--- src/rtl/reloc_trap_pkg.sv ---
package reloc_trap_pkg;
  localparam int unsigned NUM_CFG = 6;
  localparam int unsigned SEL_W   = 3;

  typedef enum logic [SEL_W-1:0] {
    SEL_BASE    = 3'd0,
    SEL_LIMIT   = 3'd1,
    SEL_TRAP_LO = 3'd2,
    SEL_TRAP_HI = 3'd3,
    SEL_DIR_LO  = 3'd4,
    SEL_DIR_HI  = 3'd5
  } cfgSel_e;

  typedef struct packed {
    logic [NUM_CFG-1:0] ldCfg;
    logic               capFault;
    logic               capOp;
  } dpStrobe_t;
endpackage

--- src/rtl/reloc_trap_datapath.sv ---
module reloc_trap_datapath
  import reloc_trap_pkg::*;
#(
  parameter int unsigned W = 16
) (
  input  logic         clk,
  input  logic         rstN,
  input  dpStrobe_t    strobe,
  input  logic [W-1:0] cfgData,
  input  logic [W-1:0] reqAddr,
  input  logic [W-1:0] opWord,
  output logic [W-1:0] memAddr,
  output logic         violation,
  output logic         inTrap,
  output logic         inDirect,
  output logic [W-1:0] faultAddr,
  output logic [W-1:0] trapCode
);
  logic [W-1:0] cfgReg [NUM_CFG];
  logic [W:0]   sum;

  // Windows reset empty (lower bound above upper); the limit resets to the top.
  function automatic logic [W-1:0] cfgResetVal(input int idx);
    if (idx == int'(SEL_LIMIT) || idx == int'(SEL_TRAP_LO) || idx == int'(SEL_DIR_LO))
      return '1;
    return '0;
  endfunction

  for (genvar i = 0; i < NUM_CFG; i++) begin : g_cfg
    always_ff @(posedge clk) begin
      if (!rstN)                  cfgReg[i] <= cfgResetVal(i);
      else if (strobe.ldCfg[i])   cfgReg[i] <= cfgData;
    end
  end

  // Limit compare uses the logical address, so it runs in parallel with the adder.
  always_comb begin
    sum       = {1'b0, cfgReg[SEL_BASE]} + {1'b0, reqAddr};
    memAddr   = sum[W-1:0];
    violation = sum[W] || (reqAddr > cfgReg[SEL_LIMIT]);
    inTrap    = (opWord >= cfgReg[SEL_TRAP_LO]) && (opWord <= cfgReg[SEL_TRAP_HI]);
    inDirect  = (opWord >= cfgReg[SEL_DIR_LO])  && (opWord <= cfgReg[SEL_DIR_HI]);
  end

  always_ff @(posedge clk) begin
    if (!rstN) begin
      faultAddr <= '0;
      trapCode  <= '0;
    end else begin
      if (strobe.capFault) faultAddr <= reqAddr;
      if (strobe.capOp)    trapCode  <= opWord;
    end
  end
endmodule

--- src/rtl/reloc_trap_ctrl.sv ---
module reloc_trap_ctrl
  import reloc_trap_pkg::*;
(
  input  logic             clk,
  input  logic             rstN,
  input  logic             supervisor,
  input  logic             cfgWrite,
  input  logic [SEL_W-1:0] cfgSel,
  input  logic             reqValid,
  input  logic             violation,
  input  logic             opValid,
  input  logic             inTrap,
  input  logic             inDirect,
  output dpStrobe_t        strobe,
  output logic             memStrobe,
  output logic             faultIrq,
  output logic             directStrobe,
  output logic             kernelStrobe
);
  for (genvar i = 0; i < NUM_CFG; i++) begin : g_ld
    assign strobe.ldCfg[i] = cfgWrite && supervisor && (cfgSel == SEL_W'(i));
  end

  assign strobe.capFault = reqValid && violation;
  assign strobe.capOp    = opValid && inTrap;
  assign memStrobe       = reqValid && !violation;

  always_ff @(posedge clk) begin
    if (!rstN) begin
      faultIrq     <= 1'b0;
      directStrobe <= 1'b0;
      kernelStrobe <= 1'b0;
    end else begin
      faultIrq     <= strobe.capFault;
      directStrobe <= strobe.capOp && inDirect;
      kernelStrobe <= strobe.capOp && !inDirect;
    end
  end
endmodule

--- src/rtl/reloc_trap_unit.sv ---
module reloc_trap_unit
  import reloc_trap_pkg::*;
(
  input  logic        clk,
  input  logic        rstN,
  input  logic        supervisor,
  input  logic        cfgWrite,
  input  logic [2:0]  cfgSel,
  input  logic [15:0] cfgData,
  input  logic        reqValid,
  input  logic [15:0] reqAddr,
  output logic        memStrobe,
  output logic [15:0] memAddr,
  output logic        faultIrq,
  output logic [15:0] faultAddr,
  input  logic        opValid,
  input  logic [15:0] opWord,
  output logic        directStrobe,
  output logic        kernelStrobe,
  output logic [15:0] trapCode
);
  dpStrobe_t strobe;
  logic      violation, inTrap, inDirect;

  reloc_trap_ctrl u_ctrl (
    .clk(clk), .rstN(rstN), .supervisor(supervisor), .cfgWrite(cfgWrite),
    .cfgSel(cfgSel), .reqValid(reqValid), .violation(violation),
    .opValid(opValid), .inTrap(inTrap), .inDirect(inDirect),
    .strobe(strobe), .memStrobe(memStrobe), .faultIrq(faultIrq),
    .directStrobe(directStrobe), .kernelStrobe(kernelStrobe)
  );

  reloc_trap_datapath #(.W(16)) u_dp (
    .clk(clk), .rstN(rstN), .strobe(strobe), .cfgData(cfgData),
    .reqAddr(reqAddr), .opWord(opWord), .memAddr(memAddr),
    .violation(violation), .inTrap(inTrap), .inDirect(inDirect),
    .faultAddr(faultAddr), .trapCode(trapCode)
  );
endmodule

--- config.mk ---
export PLATFORM = sky130hd
export DESIGN_NAME = reloc_trap_unit
export DESIGN_NICKNAME = d
export VERILOG_FILES = /design/src/rtl/reloc_trap_pkg.sv /design/src/rtl/reloc_trap_datapath.sv /design/src/rtl/reloc_trap_ctrl.sv /design/src/rtl/reloc_trap_unit.sv
export SDC_FILE = /design/constraint.sdc
export NUM_CORES = 1
export LEC_CHECK = 0
export BUFFER_PORTS_ARGS = -buffer_cell sky130_fd_sc_hd__clkbuf_2
export CAP_MARGIN = 0
export CORE_MARGIN = 2
export CORE_UTILIZATION = 59
export DETAILED_ROUTE_END_ITERATION = 7
export GPL_TIMING_DRIVEN = 0
export PLACE_DENSITY = 0.78
export SLEW_MARGIN = 20
export SYNTH_ARGS = -nofsm -noshare
export SYNTH_HDL_FRONTEND = slang
export SYNTH_SLANG_ARGS = --single-unit
--- constraint.sdc ---
create_clock -name clk -period 3.55 [get_ports clk]
set_clock_uncertainty 0.15 [all_clocks]
set_input_delay 0.5325 -clock clk [delete_from_list [all_inputs] [get_ports clk]]
set_output_delay 0.5325 -clock clk [all_outputs]
set_load 0.01 [all_outputs]
# After elaboration in Yosys (flattened, before gate mapping)
# Memory sizes are Yosys's and may differ from the RTL's.
# Index checks and enable logic that the tools add are counted.
# totals
regBits,35
ramBits,96
out_inout_bits,52
elab_cells,66
memories,1
# memory_table
memory,words,word_bits,rd,rd_clocked_by_memory_dff,wr,line_no,rtl
u_dp.cfgReg,6,16,6,0,6,reloc_trap_datapath.sv:19,logic [W-1:0] cfgReg [NUM_CFG];
# classes
n_addsub,1
order_cmp,5
n_eq_ne,5
n_mux,25
bitwise_logic,6
reduce_logical,18
# ops
op,n
two-way mux 16 bit,6
greater-or-equal comparator 16 bit,2
<= comparator 16 bit,2
two-way mux 1 bit,19
adder 16 x 16 -> 17 bit,1
> comparator 16 bit,1
logical AND 1 bit,14
"== test 3 x 2 -> 1 bit, second input constant",2
"== test 3 bit, second input constant",2
bitwise OR 1 bit,6
"== test 3 x 1 -> 1 bit, second input constant",1
zero test 3 bit,1
zero test 1 bit,2
logical OR 1 bit,1

# Longest topological paths before layout
# logic_depth
ltp_word,6
depth_mapped,10
ltp_nobuf,8

# Modules after synthesis
# Synthesis repeated with hierarchy kept, for this count alone.
# hier_totals
hier_cells,721
area_unflattened_um2,7708.6
# by_module_without_submodules
mod,n_inst,cells_per_inst,area_each_um2
reloc_trap_datapath,1,701,7549.7
reloc_trap_ctrl,1,20,158.9

# Least setup slack after synthesis
# Ideal clock, no wire load.
# synth_timing
path_kind,input to output
startpoint,in reqAddr[0]
endpoint,out memStrobe
arrival_ns,2.684
required_ns,2.867
path_slack_ns,0.184
path_stages,8
n_path_buf,1
cell_sequence,ha_1 > fa_1 > a211oi_1 > nor4_1 > or4b_1 > nand4_1 > buf_2 > and3_1
# synth_via
elab_chain_len,4
elab_cells_between_ends,5
classes_between,add/sub: 1; order compare: 1; reduce/logical: 3
# synth_rtl
element,line_no,rtl
start: declaration,reloc_trap_unit.sv:11,"input logic [15:0] reqAddr,"
adder 16 x 16 -> 17 bit / > comparator 16 bit (equally long branches),"reloc_trap_datapath.sv:38, reloc_trap_datapath.sv:40",
logical OR 1 bit *,reloc_trap_datapath.sv:40,violation = sum[W] || (reqAddr > cfgReg[SEL_LIMIT]);
zero test 1 bit *,reloc_trap_ctrl.sv:26,assign memStrobe = reqValid && !violation;
logical AND 1 bit *,reloc_trap_ctrl.sv:26,
end: declaration,reloc_trap_unit.sv:12,"output logic memStrobe,"
# Mark *: on every way between the ends. The rest lies on a longest branch, timed or not.

==> impl.org <==
** Clocking
- The longest clock path from root to sink contains 2 buffers.
- Total CTS buffers :: 17
- TritonCTS built the clock tree.
- For this design, the sink count on the clock tree is 131.
- The later pin in the worst-skew pair is clocked with a latency of 0.43 ns.
- Clock Pin Slew Worst Setup and Hold Paths :: 0.06 ns
- # hold bufs at CTS :: 0
- Clock Tree Root :: sky130_fd_sc_hd__clkbuf_16
- Number of H-tree levels :: 4

** Synth
- Number of synthesized flops with an enable pin :: 96
- Post-Synthesis Cell Area :: 0.00802 sq mm
- After technology mapping, the gate count stands at 783.
- Synth cell types :: 52
- Post-synthesis register bit count :: 131
- Sequential cells were found to cover 44.7% of the synthesized design area.
- The number of nets handed over by synthesis was 937.
- Main flop type after synthesis :: sky130_fd_sc_hd__edfxtp_1
- The Yosys step of the flow raised 0 warnings.
- Ys async rst share :: 0%
- Avg Inst Size Synth :: 10.2 sq um

** Critical path
- The worst setup path is captured at a primary output.
- WP data arrival :: 2.93 ns
- For the worst setup path, the data required time is 2.87 ns.
- Path type of the worst setup path :: reg2out
- STA classifies the critical path startpoint as a flip-flop.
- Crit-path max FO :: 2

** Timing
- Transition at the pin with the smallest max-transition slack :: 0.917 ns
- Derived from the worst setup path, the maximum achievable clock frequency is 277 MHz.
- Setup violations remaining at the end of the flow were counted as 1.
- In the post-route analysis, the smallest setup slack over all paths is -0.0616 ns.
- Slew margin rel. :: 38.9%
- After routing, the total negative slack on setup checks comes to -0.0616 ns.
- Setup repair after global routing missed its margin :: true
- Fraction of the cycle the final worst path needs :: 102%
- For the finished layout, the period the worst path requires is 3.61 ns.
- The total count of hold-check failures in the final report came to 0.
- Total count of max-transition violations in the final report :: 0

** Final layout
- Count of inserted antenna diode cells :: 0
- Fraction of final layout cells sized beyond drive strength 1 :: 19.1%
- The area growth from synthesis to layout is 19.2%.
- Leaving out fill and tap cells, the most frequent cell in the layout is sky130_fd_sc_hd__clkbuf_2.
- Final net count :: 1076
- Leaving out fill and tap cells, the most frequent cells in the layout are 106 x sky130_fd_sc_hd__clkbuf_2, 96 x sky130_fd_sc_hd__edfxtp_1, 95 x sky130_fd_sc_hd__ha_1, 82 x sky130_fd_sc_hd__inv_1, 71 x sky130_fd_sc_hd__nand2_1.
- Counting the fill cells in the layout gives 959.

** Global route
- The via count of the first global-routing pass was 6368.
- Remaining Overflow, GRT :: 0
- Largest net degree at the start of global routing :: 17
- Total Routing Usage GR :: 29.1%
- The first global-routing pass estimated 32400 microns of wire.
- Antenna violations before repair :: 0

** Floorplanning
- I/O pin count :: 109
- Initial Util :: 60.5%
- Std cell rows :: 42
- Die height :: 121 microns
- The floorplan step defined a die boundary enclosing 0.0145 sq mm.
- Horizontal extent of the die :: 121 microns
- After floorplanning, the core was sized to cover 0.0132 sq mm.

** Routing
- In the final routed layout, each cell accounts on average for 18.9 microns.
- For this run, the detailed router's first-pass iteration total came to 6.
- After detailed routing, the number of remaining DRC violations is 0.
- Vias :: 6687
- Vias per Instance :: 6.02
- Antenna viol nets, final :: 0
- Initial detailed-routing violation count :: 776
- Routed wire length :: 21000 microns

** Outcome
- The checks that failed: negative setup slack.
- The run finished, with violations left.

** Power and ir drop
- For this design the static power due to leakage is 4.13 nW.
- Total chip power :: 4.31 mW
- For this design the ratio of total power to cell area is 450 mW/mm^2.
- Highest ir drop seen on vdd :: 370 uV

** Hold path
- The worst hold path belongs to the class in2reg.

** Placement
- In this run the tool buffered the top-level ports with 107 buffer cells.
- Detailed placement ended at an HPWL of 15500 microns.
- Routability-driven placement finished with a final weighted congestion of 0.935.

** Run
- Maxcap violations :: 0
-- cells in the mapped netlist, drive strengths merged, types with 2 or more instances --
cell type	number	share of area, %
a2111oi	3	0.33
a211oi	6	0.56
a21boi	2	0.19
a21o	7	0.66
a21oi	39	2.5
a221oi	2	0.22
a22oi	2	0.19
a31oi	3	0.23
and2	49	3.8
and3	3	0.23
buf	11	0.80
clkbuf	24	1.1
dfxtp	35	8.7
edfxtp	96	36
ha	96	15
inv	82	3.8
mux2i	16	2.0
nand2	71	3.3
nand2b	4	0.31
nand3	26	1.6
nand4	14	1.1
nor2	14	0.66
nor2b	5	0.39
nor3	8	0.56
nor4	3	0.23
o2111ai	16	1.7
o211ai	22	2.6
o21a	7	0.66
o21ai	21	1.3
o21bai	4	0.37
o22a	16	1.7
or3	51	4.0
xnor2	9	0.98
xor2	5	0.55
-- critical path, stage by stage, from the launching register on --
cell and delay [ns]:
sky130_fd_sc_hd__edfxtp_1 0.42, sky130_fd_sc_hd__ha_4 0.20, sky130_fd_sc_hd__fa_2 0.35, sky130_fd_sc_hd__a211oi_2 0.29
sky130_fd_sc_hd__nor4_2 0.11, sky130_fd_sc_hd__or4b_4 0.51, sky130_fd_sc_hd__nand4_1 0.22, sky130_fd_sc_hd__buf_6 0.14
sky130_fd_sc_hd__and3_1 0.14, sky130_fd_sc_hd__buf_2 0.12
-- metrics by stage --
stage                     hold WS (ns)  worst slack [ns]  cells  cell area, sq um  util [%]
final                            0.202           -0.0616   1111              9560      72.2
after CTS                        0.197           -0.0343   1104              9470      71.5
after floorplan                  0.329             0.184    783              8020         -
after global placement           0.293            -0.423   1066              8770      66.2
after detailed placement         0.304            -0.419   1068              8810      66.6
after global routing             0.232            -0.102   1111              9560      72.2
-- report_power, final --
group / switching (mW) / leakage [nW] / internal (mW)
Sequential: 0.0422 / 1.23 / 1.74
Combinational: 0.472 / 2.63 / 0.312
Clock: 0.636 / 0.281 / 1.10
-- final timing paths --
path              slack (ns)                end         startpoint  cells past startpoint
hold / removal          0.20   u_dp.trapCode[0]          opWord[0]                      3
setup reg to reg        0.37  u_dp.faultAddr[7]  u_dp.cfgReg[0][0]                     11
setup / recovery       -0.06          memStrobe  u_dp.cfgReg[0][0]                      9
hold reg to reg         0.31   u_dp.trapCode[3]   u_dp.trapCode[3]                      2
-- kinds of logic (layout without fill, tap and decap cells) --
group | after synthesis | in the layout | synth area share, %
simple gates | 255 | 255 | 17.1
compound gates | 153 | 153 | 13.7
flops | 131 | 131 | 44.7
buf+inv | 117 | 269 | 5.76
fa+ha+maj | 97 | 97 | 15.2
mux | 16 | 16 | 2.00
xor+xnor | 14 | 14 | 1.53
-- routing by layer --
metal / GRT usage (%) / wire [microns] / vias up
met2: 49.8 / 10600 / 285
met5: 0 / 0 / -
met4: 9.52 / 406 / 0
li1: - / - / 3138
met1: 37.1 / 8510 / 3221
met3: 5.57 / 1470 / 43
-- flip-flops by register name (all words and copies together), names as in the netlist --
signal / flops
u_dp.cfgReg: 96
u_ctrl.directStrobe: 1
u_ctrl.faultIrq: 1
u_dp.faultAddr: 16
u_ctrl.kernelStrobe: 1
u_dp.trapCode: 16
-- repair_timing --
item,CTS,global route
pin swaps,6,10
gates resized for setup,11,8
cloned,0,0
endpoints found under the setup margin,2,3
hold endpoints to repair,0,0
setup buffers,4,7
-- cell type report --
cell class / count / area, sq um / share of cell area [%]
buffer: 35 / 160 / 1.68
timing repair buffer: 120 / 641 / 6.70
clock buffer: 27 / 503 / 5.26
tap: 176 / 220 / 2.30
sequential: 131 / 3580 / 37.5
inverter: 82 / 308 / 3.22
multi-input combinational: 535 / 4070 / 42.6
clock inverter: 5 / 72.6 / 0.759
(Power assumes the default switching activity.)
